### src/rtl/uop_cracker_pkg.sv
`timescale 1ns/1ps
package uop_cracker_pkg;

    localparam int CLS_W  = 3;
    localparam int OP_W   = 4;
    localparam int STEP_W = 3;

    typedef enum logic [CLS_W-1:0] {
        CLS_RR      = 3'd0,
        CLS_CMP     = 3'd1,
        CLS_BR      = 3'd2,
        CLS_MEM_SRC = 3'd3,
        CLS_MEM_DST = 3'd4,
        CLS_PUSH    = 3'd5,
        CLS_CALL    = 3'd6,
        CLS_RET     = 3'd7
    } cls_e;

    typedef enum logic [OP_W-1:0] {
        UOP_ALU   = 4'd0,
        UOP_ALUI  = 4'd1,
        UOP_LOAD  = 4'd2,
        UOP_STORE = 4'd3,
        UOP_AGEN  = 4'd4,
        UOP_CMP   = 4'd5,
        UOP_BR    = 4'd6,
        UOP_CMPBR = 4'd7,
        UOP_JMP   = 4'd8,
        UOP_JMPR  = 4'd9,
        UOP_LDPC  = 4'd10
    } uop_e;

endpackage

### src/rtl/uop_fuse_gate.sv
`timescale 1ns/1ps
module uop_fuse_gate
    import uop_cracker_pkg::*;
(
    input  logic             busy,
    input  logic             fresh,
    input  logic [CLS_W-1:0] held_cls,
    input  logic             in_valid,
    input  logic [CLS_W-1:0] in_cls,
    output logic             cmp_wait,
    output logic             take_br
);

    always_comb begin
        cmp_wait = busy && fresh && (held_cls == CLS_CMP);
        take_br  = cmp_wait && in_valid && (in_cls == CLS_BR);
    end

endmodule

### src/rtl/uop_seq_gen.sv
`timescale 1ns/1ps
module uop_seq_gen
    import uop_cracker_pkg::*;
#(
    parameter int REG_W    = 5,
    parameter int DATA_W   = 32,
    parameter int FN_W     = 4,
    parameter int NUM_ARCH = 16,
    parameter int SP_IDX   = 4
) (
    input  logic [CLS_W-1:0]  m_cls,
    input  logic [FN_W-1:0]   m_fn,
    input  logic [REG_W-1:0]  m_rd,
    input  logic [REG_W-1:0]  m_rs,
    input  logic [REG_W-1:0]  m_base,
    input  logic [REG_W-1:0]  m_idx,
    input  logic [1:0]        m_sc,
    input  logic              m_ie,
    input  logic [DATA_W-1:0] m_imm,
    input  logic [DATA_W-1:0] m_npc,
    input  logic [STEP_W-1:0] step,
    input  logic              fused,
    input  logic [FN_W-1:0]   br_fn,
    input  logic [DATA_W-1:0] br_imm,
    output logic [OP_W-1:0]   o_op,
    output logic [FN_W-1:0]   o_fn,
    output logic [REG_W-1:0]  o_dst,
    output logic [REG_W-1:0]  o_s1,
    output logic [REG_W-1:0]  o_s2,
    output logic [1:0]        o_sc,
    output logic [DATA_W-1:0] o_imm,
    output logic              o_last
);

    localparam logic [REG_W-1:0]  T0    = REG_W'(NUM_ARCH);
    localparam logic [REG_W-1:0]  T1    = REG_W'(NUM_ARCH + 1);
    localparam logic [REG_W-1:0]  SP    = REG_W'(SP_IDX);
    localparam logic [DATA_W-1:0] NEG4  = ~DATA_W'(3);
    localparam logic [DATA_W-1:0] POS4  = DATA_W'(4);

    logic              is_mem;
    logic              has_agen;
    logic [STEP_W-1:0] k;
    logic [REG_W-1:0]  a_reg;
    logic [DATA_W-1:0] a_disp;

    always_comb begin
        is_mem   = (m_cls == CLS_MEM_SRC) || (m_cls == CLS_MEM_DST);
        has_agen = is_mem && m_ie;
        k        = step - STEP_W'(has_agen);
        a_reg    = has_agen ? T1 : m_base;
        a_disp   = has_agen ? '0 : m_imm;

        o_op   = UOP_ALU;
        o_fn   = '0;
        o_dst  = '0;
        o_s1   = '0;
        o_s2   = '0;
        o_sc   = '0;
        o_imm  = '0;
        o_last = 1'b0;

        if (has_agen && (step == '0)) begin
            o_op  = UOP_AGEN;
            o_dst = T1;
            o_s1  = m_base;
            o_s2  = m_idx;
            o_sc  = m_sc;
            o_imm = m_imm;
        end else begin
            case (m_cls)
                CLS_RR: begin
                    o_op = UOP_ALU; o_fn = m_fn; o_dst = m_rd;
                    o_s1 = m_rd; o_s2 = m_rs; o_last = 1'b1;
                end
                CLS_CMP: begin
                    o_s1 = m_rd; o_s2 = m_rs; o_last = 1'b1;
                    if (fused) begin
                        o_op = UOP_CMPBR; o_fn = br_fn; o_imm = br_imm;
                    end else begin
                        o_op = UOP_CMP; o_fn = m_fn;
                    end
                end
                CLS_BR: begin
                    o_op = UOP_BR; o_fn = m_fn; o_imm = m_imm; o_last = 1'b1;
                end
                CLS_MEM_SRC: begin
                    if (k == '0) begin
                        o_op = UOP_LOAD; o_dst = T0; o_s1 = a_reg; o_imm = a_disp;
                    end else begin
                        o_op = UOP_ALU; o_fn = m_fn; o_dst = m_rd;
                        o_s1 = m_rd; o_s2 = T0; o_last = 1'b1;
                    end
                end
                CLS_MEM_DST: begin
                    case (k)
                        STEP_W'(0): begin
                            o_op = UOP_LOAD; o_dst = T0; o_s1 = a_reg; o_imm = a_disp;
                        end
                        STEP_W'(1): begin
                            o_op = UOP_ALU; o_fn = m_fn; o_dst = T0;
                            o_s1 = T0; o_s2 = m_rs;
                        end
                        default: begin
                            o_op = UOP_STORE; o_s1 = a_reg; o_s2 = T0;
                            o_imm = a_disp; o_last = 1'b1;
                        end
                    endcase
                end
                CLS_PUSH: begin
                    if (k == '0) begin
                        o_op = UOP_STORE; o_s1 = SP; o_s2 = m_rs; o_imm = NEG4;
                    end else begin
                        o_op = UOP_ALUI; o_dst = SP; o_s1 = SP;
                        o_imm = NEG4; o_last = 1'b1;
                    end
                end
                CLS_CALL: begin
                    case (k)
                        STEP_W'(0): begin
                            o_op = UOP_LDPC; o_dst = T0; o_imm = m_npc;
                        end
                        STEP_W'(1): begin
                            o_op = UOP_STORE; o_s1 = SP; o_s2 = T0; o_imm = NEG4;
                        end
                        STEP_W'(2): begin
                            o_op = UOP_ALUI; o_dst = SP; o_s1 = SP; o_imm = NEG4;
                        end
                        default: begin
                            o_op = UOP_JMP; o_imm = m_imm; o_last = 1'b1;
                        end
                    endcase
                end
                default: begin
                    case (k)
                        STEP_W'(0): begin
                            o_op = UOP_ALUI; o_dst = SP; o_s1 = SP; o_imm = POS4;
                        end
                        STEP_W'(1): begin
                            o_op = UOP_LOAD; o_dst = T0; o_s1 = SP; o_imm = NEG4;
                        end
                        default: begin
                            o_op = UOP_JMPR; o_s1 = T0; o_last = 1'b1;
                        end
                    endcase
                end
            endcase
        end
    end

endmodule

### src/rtl/uop_cracker.sv
`timescale 1ns/1ps
module uop_cracker
    import uop_cracker_pkg::*;
#(
    parameter int REG_W    = 5,
    parameter int DATA_W   = 32,
    parameter int FN_W     = 4,
    parameter int NUM_ARCH = 16,
    parameter int SP_IDX   = 4
) (
    input  logic              clk,
    input  logic              rst_n,
    input  logic              in_valid,
    output logic              in_ready,
    input  logic [CLS_W-1:0]  in_cls,
    input  logic [FN_W-1:0]   in_fn,
    input  logic [REG_W-1:0]  in_rd,
    input  logic [REG_W-1:0]  in_rs,
    input  logic [REG_W-1:0]  in_base,
    input  logic [REG_W-1:0]  in_idx,
    input  logic [1:0]        in_scale,
    input  logic              in_idx_en,
    input  logic [DATA_W-1:0] in_imm,
    input  logic [DATA_W-1:0] in_npc,
    output logic              uop_valid,
    input  logic              uop_ready,
    output logic [OP_W-1:0]   uop_op,
    output logic [FN_W-1:0]   uop_fn,
    output logic [REG_W-1:0]  uop_dst,
    output logic [REG_W-1:0]  uop_src1,
    output logic [REG_W-1:0]  uop_src2,
    output logic [1:0]        uop_scale,
    output logic [DATA_W-1:0] uop_imm,
    output logic              uop_last
);

    typedef struct packed {
        logic              busy;
        logic              fresh;
        logic              fused;
        logic [STEP_W-1:0] step;
        logic [CLS_W-1:0]  cls;
        logic [FN_W-1:0]   fn;
        logic [REG_W-1:0]  rd;
        logic [REG_W-1:0]  rs;
        logic [REG_W-1:0]  base;
        logic [REG_W-1:0]  idx;
        logic [1:0]        sc;
        logic              ie;
        logic [DATA_W-1:0] imm;
        logic [DATA_W-1:0] npc;
        logic [FN_W-1:0]   br_fn;
        logic [DATA_W-1:0] br_imm;
    } state_t;

    state_t st_q, st_d;
    logic   cmp_wait, take_br, fire;

    uop_fuse_gate u_fuse (
        .busy     (st_q.busy),
        .fresh    (st_q.fresh),
        .held_cls (st_q.cls),
        .in_valid (in_valid),
        .in_cls   (in_cls),
        .cmp_wait (cmp_wait),
        .take_br  (take_br)
    );

    uop_seq_gen #(
        .REG_W(REG_W), .DATA_W(DATA_W), .FN_W(FN_W),
        .NUM_ARCH(NUM_ARCH), .SP_IDX(SP_IDX)
    ) u_seq (
        .m_cls  (st_q.cls),
        .m_fn   (st_q.fn),
        .m_rd   (st_q.rd),
        .m_rs   (st_q.rs),
        .m_base (st_q.base),
        .m_idx  (st_q.idx),
        .m_sc   (st_q.sc),
        .m_ie   (st_q.ie),
        .m_imm  (st_q.imm),
        .m_npc  (st_q.npc),
        .step   (st_q.step),
        .fused  (st_q.fused),
        .br_fn  (st_q.br_fn),
        .br_imm (st_q.br_imm),
        .o_op   (uop_op),
        .o_fn   (uop_fn),
        .o_dst  (uop_dst),
        .o_s1   (uop_src1),
        .o_s2   (uop_src2),
        .o_sc   (uop_scale),
        .o_imm  (uop_imm),
        .o_last (uop_last)
    );

    always_comb begin
        in_ready  = !st_q.busy || take_br;
        uop_valid = st_q.busy && !cmp_wait;
        fire      = uop_valid && uop_ready;

        st_d       = st_q;
        st_d.fresh = 1'b0;

        if (in_valid && !st_q.busy) begin
            st_d.busy  = 1'b1;
            st_d.fresh = 1'b1;
            st_d.fused = 1'b0;
            st_d.step  = '0;
            st_d.cls   = in_cls;
            st_d.fn    = in_fn;
            st_d.rd    = in_rd;
            st_d.rs    = in_rs;
            st_d.base  = in_base;
            st_d.idx   = in_idx;
            st_d.sc    = in_scale;
            st_d.ie    = in_idx_en;
            st_d.imm   = in_imm;
            st_d.npc   = in_npc;
        end

        if (take_br) begin
            st_d.fused  = 1'b1;
            st_d.br_fn  = in_fn;
            st_d.br_imm = in_imm;
        end

        if (fire) begin
            if (uop_last) st_d.busy = 1'b0;
            else          st_d.step = st_q.step + STEP_W'(1);
        end
    end

    always_ff @(posedge clk or negedge rst_n) begin
        if (!rst_n) st_q <= '0;
        else        st_q <= st_d;
    end

endmodule

### config.mk
export PLATFORM = sky130hd
export DESIGN_NAME = uop_cracker
export DESIGN_NICKNAME = d
export VERILOG_FILES = /design/src/rtl/uop_cracker_pkg.sv /design/src/rtl/uop_fuse_gate.sv /design/src/rtl/uop_seq_gen.sv /design/src/rtl/uop_cracker.sv
export SDC_FILE = /design/constraint.sdc
export NUM_CORES = 1
export LEC_CHECK = 0
export BUFFER_PORTS_ARGS = -buffer_cell sky130_fd_sc_hd__buf_2
export CAP_MARGIN = 10
export CORE_ASPECT_RATIO = 1.25
export CORE_MARGIN = 4
export CORE_UTILIZATION = 25
export DETAILED_ROUTE_END_ITERATION = 6
export PLACE_DENSITY = 0.47
export SETUP_SLACK_MARGIN = 0.02
export SYNTH_ARGS = -nofsm -noshare
export SYNTH_HDL_FRONTEND = slang
export SYNTH_SLANG_ARGS = --single-unit
### constraint.sdc
create_clock -name clk -period 3.23 [get_ports clk]
set_input_delay 0.4845 -clock clk [delete_from_list [all_inputs] [get_ports clk]]
set_output_delay 0.4845 -clock clk [all_outputs]
set_load 0.01 [all_outputs]
==> results of run 1 <==
-- worst max-delay path by stage --
| stage | start | endpoint | slack, ns | cells after the start |
|---|---|---|---|---|
| after floorplan | st_q[127] | uop_imm[6] | 0.18 | 11 |
| after global placement | st_q[127] | uop_fn[0] | 0.06 | 13 |
| after detailed placement | st_q[127] | uop_imm[9] | 0.01 | 13 |
| after CTS | st_q[127] | uop_imm[26] | -0.18 | 15 |
| after global routing | st_q[127] | uop_imm[27] | -0.30 | 14 |
| final | st_q[127] | uop_dst[4] | -0.18 | 11 |
-- layout by cell type (no fill, tap or decap), drive strengths merged, types with 3 or more instances in the layout --
| cell | count |
|---|---|
| nand2 | 433 |
| buf | 235 |
| dfrtp | 136 |
| a21oi | 57 |
| o21ai | 49 |
| nor2 | 31 |
| nor3 | 25 |
| o211ai | 23 |
| clkbuf | 19 |
| inv | 13 |
| and2 | 7 |
| o221ai | 7 |
| a32o | 6 |
| o21a | 6 |
| and3 | 6 |
| o31ai | 5 |
| clkinv | 5 |
| nand3 | 5 |
| o22ai | 5 |
| a22o | 4 |
| bufinv | 4 |
| a31oi | 4 |
| a2bb2oi | 3 |
| nand4 | 3 |
| and3b | 3 |
| xnor2 | 3 |
| ha | 3 |
-- power groups by stage --
stage	Sequential [W]	Combinational (W)	Clock, W
floorplan	0.00265	0.00327	0
detailed placement	0.00280	0.00550	0
global placement	0.00279	0.00548	0
finish	0.00278	0.00632	0.00205
global route	0.00286	0.00696	0.00218
CTS	0.00277	0.00610	0.00212
-- layout make-up --
| type | instances | share of cell area |
|---|---|---|
| clock inverter | 12 | 0.0179 |
| sequential | 136 | 0.346 |
| timing repair buffer | 236 | 0.153 |
| multi-input combinational | 726 | 0.390 |
| inverter | 12 | 0.00496 |
| antenna | 1 | 0.000254 |
| clock buffer | 18 | 0.0436 |
| tap | 355 | 0.0451 |
-- cell families after synthesis --
kind of cell,Yosys count,synth area share
xor+xnor,4,0.00587
compound gates,190,0.169
simple gates,529,0.302
flops,136,0.470
buf+inv,79,0.0480
fa+ha+maj,3,0.00518
-- metal layers --
metal  vias to the layer above  track usage
li1                       3509            -
met1                      3504        0.218
met2                       197        0.295
met3                        28       0.0381
met4                         2       0.0488
met5                         -            0
-- per-stage QoR --
step                hold slack (ns)  utilization
finish                        0.127        0.345
global placement              0.449        0.304
detailed placement            0.457        0.304
global route                  0.187        0.345
floorplan                     0.189            -
CTS                           0.141        0.339
-- worst register-to-register path: cells and delay by family, from the launching register on --
kind                       cells  cell delay, ns
xor gates and xnor gates       1            0.18
AOI/OAI and AO/OA              4            0.81
adders and majority gates      1            0.19
buffers and inverters          3            0.42
DFF                            1            0.40
and+or+nand+nor                3            0.51
-- what timing repair did --
item                       in CTS  in global routing
gates resized for setup        49                 49
gates cloned                    2                  1
setup endpoints to repair      54                 53
setup buffers                  18                  5
pin swaps                      31                 16
==> flow_summary_export.csv, run 1 <==
group,metric,value,unit
critical_path,cpMaxStageDelayCell,"or4_4",
timing,hold_viol_final,0,
timing,min_period_over_period,1.06,
critical_path,crit_buf_inv,4,
die,row_count,69,
pwr,vdd_drop_max,0.376,mV
pwr,seqPwrFrac,0.250,
placement,place_area,0.00865,mm²
placement,pre_cts_ws,0.0147,ns
routing,drt-met1-wl,11.8,mm
critical_path,cp-start-kind,"flip-flop",
critical_path,required,2.75,ns
outcome,outcome,"complete, but fails checks",
pwr,p_leak,4.97,nW
timing,setup_viol,44,
cells_and_area,nFillCells,3084,
synth,ys_top_cells_by_area,"dfrtp_1 (47%), nand2_1 (22%), a21oi_1 (3.9%), o21ai_0 (3.2%), o211ai_1 (2.3%)",
routing,met2_length,13.6,mm
timing,fin_crit,3.41,ns
routing,drt-initial-drc-count,413,
pwr,swShare,0.441,
routing,dr.max_layer_used,"met5",
pwr,power.internal,0.00624,W
die,core_area,0.0285,mm²
synth,avgSynthCellArea,7.70,µm²
placement,port_buffers,157,
routing,drt_wl_total,27.2,mm
placement,gp_congestion,0.896,
die,num_io_pins,158,
cells_and_area,seq_area,0.00340,mm²
synth,syn_area,0.00724,mm²
pwr,total_power,0.0111,W
critical_path,worst-setup-path-type,"reg -> out",
global_routing,antenna_found_initial,1,
routing,drc,0,
timing,slew_headroom,0.482,
global_routing,grt-ovfl-total,0,
outcome,violations,"setup timing",
pwr,p_sw,0.00491,W
synth,synth_area_leader_cell,"dfrtp_1",
clocking,worstSkewPairLatency,0.42,ns
synth,synth_seq_cells,136,
synth,ys_seq_area_frac,0.470,
critical_path,reg2reg_depth,12,
critical_path,r2r-start,"st_q[127]",
critical_path,cp_top_family,"simple AND/OR/NAND/NOR gates",
global_routing,grt_pass1_vias,7406,
routing,met3_length,1.32,mm
job,maxCapViolCount,0,
critical_path,endpoint_kind,"output pin",
timing,max_freq,293,MHz
die,die-area,0.0318,mm²
routing,vias,7240,
synth,yosysTopAreaCellShare,0.470,
routing,routedWlPerCell,18.2,µm
timing,worst_pin_slew,0.777,ns
global_routing,track_usage,0.171,
routing,vias_per_cell,4.84,
pwr,power.density,1130,mW/mm²
routing,drt-pass1-iter-count,5,
clocking,hold_buffers,0,
timing,fin_tns_setup,-4.69,ns
critical_path,slowest_delay,0.49,ns
synth,ys_async_sr_fraction,1.00,
routing,ant_nets,0,
cells_and_area,largest-register,"st_q",
cells_and_area,finalNonFillerCells,1496,
synth,synth_warnings,0,
cells_and_area,design_area,0.00984,mm²
die,start_util,0.254,
critical_path,critical_path.cell_chain,"and3b_2, o211ai_4, inv_2, ha_4, xnor2_4, buf_6, buf_4, and3_4, o21a_1, or4_4, buf_6",
critical_path,crit_top_cell,"buf_6",
cells_and_area,largestRegisters,"st_q x136",
clocking,cts_tree,"done",
critical_path,reg2reg_slack,0.61,ns
pwr,clkPwrFrac,0.184,
timing,layout_setup_ws,-0.181,ns
placement,placed_cells,1442,
synth,synth.most_common_cell,"nand2_1",
timing,skew,0.00953,ns
critical_path,r2r-end,"st_q[132]",
min_path,hp-class,"in -> async",
critical_path,cp.arrival,2.93,ns
synth,synth_cells,941,
synth,synth_ff_type,"dfrtp_1",
cells_and_area,nets,1230,
critical_path,critPathMaxFanout,4,
cells_and_area,layout-drive-gt1-share,0.297,
synth,synth_edf_count,0,
timing,rsz0062_at_grt,"true",
cells_and_area,largest_reg_flops,136,
synth,synth.net_count,1042,
placement,dp_hpwl,18.6,mm
clocking,cts_root_buf,"clkbuf_16",
clocking,cts_max_path_buffers,2,
die,die_h,198,µm
timing,finalMaxSlewViolations,0,
global_routing,grt_pass1_wl,42.7,mm
clocking,htree_levels,4,
global_routing,grt_max_degree,100,
clocking,numCtsBuffers,17,
pwr,pwr-share-comb,0.567,
clocking,clkTransAtPathRegs,0.06,ns
synth,synth_commonest_cells,"nand2_1 (431), dfrtp_1 (136), a21oi_1 (57), o21ai_0 (47), clkbuf_1 (39)",
cells_and_area,multi_input_area,0.00383,mm²
synth,ys_types,64,
cells_and_area,area_delta_synth_final,35.8,%
clocking,clock-sinks,136,
die,chipWidth,160,µm
No activity file was read; power rests on OpenSTA's default activity.
==> run 2: changes to the inputs <==
--- a/config.mk
+++ b/config.mk
@@ -9,10 +9,10 @@
 export CAP_MARGIN = 10
 export CORE_ASPECT_RATIO = 1.25
 export CORE_MARGIN = 4
-export CORE_UTILIZATION = 25
+export CORE_UTILIZATION = 55
 export DETAILED_ROUTE_END_ITERATION = 6
-export PLACE_DENSITY = 0.47
-export SETUP_SLACK_MARGIN = 0.02
+export PLACE_DENSITY = 0.85
+export SETUP_SLACK_MARGIN = 0.4
 export SYNTH_ARGS = -nofsm -noshare
 export SYNTH_HDL_FRONTEND = slang
 export SYNTH_SLANG_ARGS = --single-unit
==> run 2 against run 1 <==
The flow finishes with violations (hold timing, setup timing); sequential share of layout area grew 0.99 points; cell count is 13% lower; via count rose by 6.1%; fmax decreased by 0.59%; non-clock buffer count decreased by 11; critical path depth grew 1; largest power group unchanged.
==> flow_summary_export.csv, run 2 (synthesis gave the netlist of run 1 again) <==
group,metric,value,unit
pwr,p_sw,0.00486,W
routing,drc,0,
die,num_io_pins,158,
pwr,p_leak,4.94,nW
timing,rsz0062_at_grt,"true",
pwr,seqPwrFrac,0.252,
timing,max_freq,291,MHz
timing,hold_ws,-0.00562,ns
clocking,cts_max_path_buffers,2,
die,core_area,0.0128,mm²
pwr,clkPwrFrac,0.180,
pwr,power.internal,0.00611,W
timing,setup_viol,48,
routing,drt-pass1-iter-count,6,
clocking,worstSkewPairLatency,0.43,ns
critical_path,critPathMaxFanout,8,
routing,drt-initial-drc-count,721,
pwr,total_power,0.0110,W
outcome,violations,"hold timing, setup timing",
routing,drt_wl_total,23.9,mm
timing,hold_viol_final,2,
die,row_count,46,
timing,finalMaxSlewViolations,0,
job,maxCapViolCount,0,
cells_and_area,nets,1220,
timing,skew,0.00953,ns
critical_path,cpMaxStageDelayCell,"dfrtp_1",
cells_and_area,area_delta_synth_final,32.1,%
routing,met3_length,1.83,mm
placement,dp_hpwl,15.0,mm
cells_and_area,layout-drive-gt1-share,0.285,
global_routing,grt-ovfl-total,0,
critical_path,cp-start-kind,"flip-flop",
routing,ant_nets,0,
placement,gp_congestion,0.997,
cells_and_area,final_cell_mix,"nand2_1 (428), buf_2 (155), dfrtp_1 (136)",
clocking,cts_tree,"done",
critical_path,endpoint_kind,"output pin",
routing,vias_per_cell,5.90,
global_routing,grt_pass1_wl,37.7,mm
critical_path,cp.arrival,2.95,ns
critical_path,required,2.75,ns
clocking,hold_buffers,0,
die,start_util,0.567,
placement,port_buffers,157,
routing,routedWlPerCell,18.4,µm
timing,min_period_over_period,1.06,
routing,drt-met1-wl,9.08,mm
clocking,clock-sinks,136,
global_routing,grt_pass1_vias,7627,
timing,fin_crit,3.43,ns
outcome,outcome,"complete, but fails checks",
cells_and_area,final_common_cell,"nand2_1",
critical_path,worst-setup-path-type,"reg -> out",
global_routing,antenna_found_initial,1,
die,die-area,0.0151,mm²
clocking,numCtsBuffers,17,
global_routing,grt_max_degree,100,
clocking,cts_root_buf,"clkbuf_16",
cells_and_area,finalNonFillerCells,1301,
routing,vias,7679,
pwr,swShare,0.443,
routing,met2_length,11.9,mm
timing,layout_setup_ws,-0.202,ns
pwr,vdd_drop_max,0.623,mV
min_path,hp-class,"in -> async",
timing,fin_tns_setup,-6.02,ns
clocking,clkTransAtPathRegs,0.06,ns
die,chipWidth,111,µm
critical_path,slowest_delay,0.38,ns
die,die_h,136,µm
critical_path,critical_path.cell_chain,"and3b_2, o211ai_4, inv_2, ha_4, xnor2_4, buf_4, nand2_2, nor3_2, o22ai_1, a21oi_2, a32o_1, buf_2",
placement,placed_cells,1237,
cells_and_area,largest-register,"st_q",
cells_and_area,largest_reg_flops,136,
clocking,htree_levels,4,
pwr,pwr-share-comb,0.567,
pwr,power.density,1150,mW/mm²
timing,slew_headroom,0.556,
routing,dr.max_layer_used,"met4",
timing,worst_pin_slew,0.667,ns
cells_and_area,largestRegisters,"st_q x136",
global_routing,track_usage,0.312,
[run 2: changes by cell type in the layout (fill, tap and decap cells not counted), sizes merged]
cell    change
nand2       +1
inv         -2
clkinv      +2
buf        -11
clkbuf      +3
bufinv      -1
[run 2: worst paths after layout]
kind                                 start         to  slack (ns)  cells past startpoint
worst min-delay path                 rst_n   st_q[67]      -0.006                      1
worst max register to register   st_q[128]  st_q[132]        0.43                     12
min in group clk                in_npc[22]   st_q[58]        0.24                      3
max in group asynchronous            rst_n   st_q[27]        2.41                      2
worst max-delay path             st_q[128]  uop_fn[0]       -0.20                     12
worst min register to register   st_q[101]  st_q[101]        0.47                      2
[run 2: power by group through the flow]
stage | sequential, W | clock [W] | combinational (W)
final | 0.00277 | 0.00198 | 0.00623
after global placement | 0.00275 | 0 | 0.00508
after floorplan | 0.00265 | 0 | 0.00335
after global routing | 0.00283 | 0.00208 | 0.00673
after CTS | 0.00274 | 0.00199 | 0.00575
after detailed placement | 0.00277 | 0 | 0.00515
[run 2: metal layers]
metal / GRT usage / vias to the layer above
met1: 0.372 / 3667
met4: 0.168 / 0
met2: 0.537 / 409
li1: - / 3501
met5: 0 / -
met3: 0.0601 / 102
[run 2: metrics by stage]
step / utilization / instance area, µm² / setup slack [ns]
2_1_floorplan: - / 7300 / 0.385
3_3_place_gp: 0.652 / 8340 / 0.158
3_5_place_dp: 0.652 / 8340 / 0.0415
4_1_cts: 0.729 / 9310 / -0.154
5_1_grt: 0.749 / 9570 / -0.350
6_report: 0.749 / 9570 / -0.202
[run 2: cell type report]
type	instances	area, µm²
Antenna cell	1	2.50
Clock buffer	21	450
Clock inverter	11	148
Fill cell	973	3210
Inverter	12	50.0
Multi-Input combinational cell	727	3830
Sequential cell	136	3400
Tap cell	168	210
Timing Repair Buffer	225	1480
[run 2: critical path: cells and delay by family (launching register included)]
kind	cells	cell delay, ns
DFF	1	0.38
adders and majority gates	1	0.19
and+or+nand+nor	3	0.55
AOI/OAI and AO/OA	4	0.72
xor gates and xnor gates	1	0.30
buffers and inverters	3	0.38
[run 2: repair_timing]
item	4_1_cts	5_1_grt
pin swaps	21	23
endpoints found under the setup margin	61	61
gates resized for setup	55	29
gates cloned	2	2
hold endpoints to repair	0	0
buffers inserted	15	12
==> run 3: changes to the inputs <==
--- a/config.mk
+++ b/config.mk
@@ -12,7 +12,7 @@
 export CORE_UTILIZATION = 55
 export DETAILED_ROUTE_END_ITERATION = 6
 export PLACE_DENSITY = 0.85
-export SETUP_SLACK_MARGIN = 0.4
+export SETUP_SLACK_MARGIN = 0.5
 export SYNTH_ARGS = -nofsm -noshare
 export SYNTH_HDL_FRONTEND = slang
 export SYNTH_SLANG_ARGS = --single-unit
==> run 3 against run 2 <==
The flow finishes with violations (setup timing); clock skew is 0.0012 ns lower; sequential share of layout area is 1.1 points lower; sequential power barely moved; fmax fell by 4.4%; first-iteration DRC count increased by 6.4%; largest cell class unchanged; non-clock buffer count increased by 10; critical path type unchanged; global-route usage shrank 0.21 points.
==> flow_summary_export.csv, run 3 (synthesis gave the netlist of run 1 again) <==
group,metric,value,unit
outcome,outcome,"complete, but fails checks",
outcome,violations,"setup timing",
die,die-area,0.0151,mm²
timing,max_freq,278,MHz
clocking,worstSkewPairLatency,0.42,ns
pwr,clkPwrFrac,0.166,
timing,rsz0062_at_grt,"true",
cells_and_area,layout-drive-gt1-share,0.314,
clocking,clock-sinks,136,
cells_and_area,largestRegisters,"st_q x136",
critical_path,critPathMaxFanout,6,
timing,hold_ws,0.0287,ns
clocking,cts_root_buf,"clkbuf_16",
timing,skew,0.00828,ns
pwr,power.internal,0.00641,W
global_routing,antenna_found_initial,2,
pwr,swShare,0.443,
routing,routedWlPerCell,18.4,µm
cells_and_area,largest_reg_flops,136,
clocking,cts_max_path_buffers,2,
pwr,pwr-share-comb,0.590,
min_path,hp-class,"in -> async",
timing,finalMaxSlewViolations,0,
die,die_h,136,µm
clocking,htree_levels,4,
die,start_util,0.567,
global_routing,grt_pass1_wl,37.2,mm
placement,port_buffers,157,
pwr,p_sw,0.00510,W
die,row_count,46,
critical_path,r2r-end,"st_q[132]",
timing,slew_headroom,0.582,
job,maxCapViolCount,0,
placement,dp_hpwl,15.1,mm
cells_and_area,largest-register,"st_q",
die,core_area,0.0128,mm²
pwr,power.density,1170,mW/mm²
die,num_io_pins,158,
cells_and_area,final_common_cell,"nand2_1",
timing,fin_crit,3.59,ns
routing,drt-initial-drc-count,767,
critical_path,endpoint_kind,"output pin",
timing,hold_viol_final,0,
critical_path,worst-setup-path-type,"reg -> out",
cells_and_area,final_cell_mix,"nand2_1 (427), buf_2 (153), dfrtp_1 (135)",
cells_and_area,area_delta_synth_final,36.3,%
routing,vias_per_cell,5.82,
cells_and_area,nets,1230,
global_routing,grt-ovfl-total,0,
routing,vias,7632,
pwr,p_leak,5.03,nW
critical_path,reg2reg_depth,13,
cells_and_area,multi_input_area,0.00404,mm²
critical_path,cp-endpoint,"uop_op[1]",
cells_and_area,nFillCells,908,
routing,drt-pass1-iter-count,7,
die,chipWidth,111,µm
clocking,clkTransAtPathRegs,0.05,ns
critical_path,cp-start-kind,"flip-flop",
routing,drc,0,
timing,worst_pin_slew,0.628,ns
global_routing,grt_max_degree,67,
critical_path,reg2reg_slack,0.47,ns
critical_path,r2r-start,"st_q[127]",
global_routing,track_usage,0.310,
pwr,seqPwrFrac,0.243,
pwr,vdd_drop_max,0.632,mV
critical_path,required,2.75,ns
clocking,numCtsBuffers,17,
critical_path,cp.arrival,3.11,ns
clocking,cts_tree,"done",
timing,setup_viol,50,
placement,gp_congestion,0.980,
routing,ant_nets,0,
routing,drt_wl_total,24.1,mm
cells_and_area,seq_area,0.00340,mm²
timing,min_period_over_period,1.11,
timing,layout_setup_ws,-0.361,ns
placement,pre_cts_ws,0.0682,ns
global_routing,grt_pass1_vias,7420,
critical_path,crit_path_start,"st_q[127]",
run 3: what timing repair did:
item	CTS	global route
hold endpoints to repair	0	0
setup buffers	24	12
pin swaps	48	40
endpoints found under the setup margin	59	61
resized for setup	68	54
hold buffers	0	0
cloned	2	1
run 3: how the worst min path moves through the flow:
stage / depth (start not counted) / slack (ns) / start / end
floorplan: 0 / 0.19 / rst_n / st_q[0]
global placement: 2 / 0.45 / st_q[35] / st_q[35]
detailed placement: 2 / 0.45 / st_q[101] / st_q[101]
CTS: 1 / 0.05 / rst_n / st_q[34]
global route: 1 / 0.08 / rst_n / st_q[64]
finish: 1 / 0.03 / rst_n / st_q[125]
run 3: critical path: stages (launching register included):
cell and delay (ns):
dfrtp_1 0.41, buf_4 0.16, nor3b_4 0.24, o211ai_4 0.11, inv_2 0.09, ha_4 0.19
xor2_4 0.20, nor2_4 0.08, buf_12 0.14, buf_6 0.12, a31oi_1 0.38, o22ai_1 0.17
o31a_1 0.27, buf_2 0.14
run 3: per-stage QoR:
stage | power (W) | cell area, µm² | cells | TNS (ns) | util
2_1_floorplan | 0.00613 | 7370 | 941 | 0 | -
3_3_place_gp | 0.00785 | 8380 | 1239 | 0 | 0.656
3_5_place_dp | 0.00796 | 8380 | 1239 | 0 | 0.656
4_1_cts | 0.0107 | 9490 | 1297 | -3.83 | 0.743
5_1_grt | 0.0122 | 9870 | 1311 | -13.66 | 0.772
6_report | 0.0115 | 9870 | 1311 | -9.35 | 0.772
run 3: metal layers:
| metal | track usage | vias up | share of wire |
|---|---|---|---|
| li1 | - | 3527 | - |
| met3 | 0.0730 | 94 | 0.087 |
| met1 | 0.373 | 3582 | 0.37 |
| met4 | 0.159 | 2 | 0.042 |
| met2 | 0.523 | 427 | 0.50 |
| met5 | 0 | - | 0.00033 |
run 3: final cells by class:
cell class,instances,area share
Tap cell,168,0.0213
Timing Repair Buffer,235,0.161
Clock buffer,25,0.0492
Antenna cell,1,0.000254
Multi-Input combinational cell,727,0.409
Inverter,12,0.00494
Clock inverter,7,0.00925
Sequential cell,136,0.345
run 3: power by group through the flow:
stage | Sequential, W | Clock (W) | Combinational, W
6_report | 0.00280 | 0.00191 | 0.00679
5_1_grt | 0.00287 | 0.00201 | 0.00732
4_1_cts | 0.00277 | 0.00192 | 0.00604
3_5_place_dp | 0.00279 | 0 | 0.00517
3_3_place_gp | 0.00276 | 0 | 0.00509
2_1_floorplan | 0.00266 | 0 | 0.00347
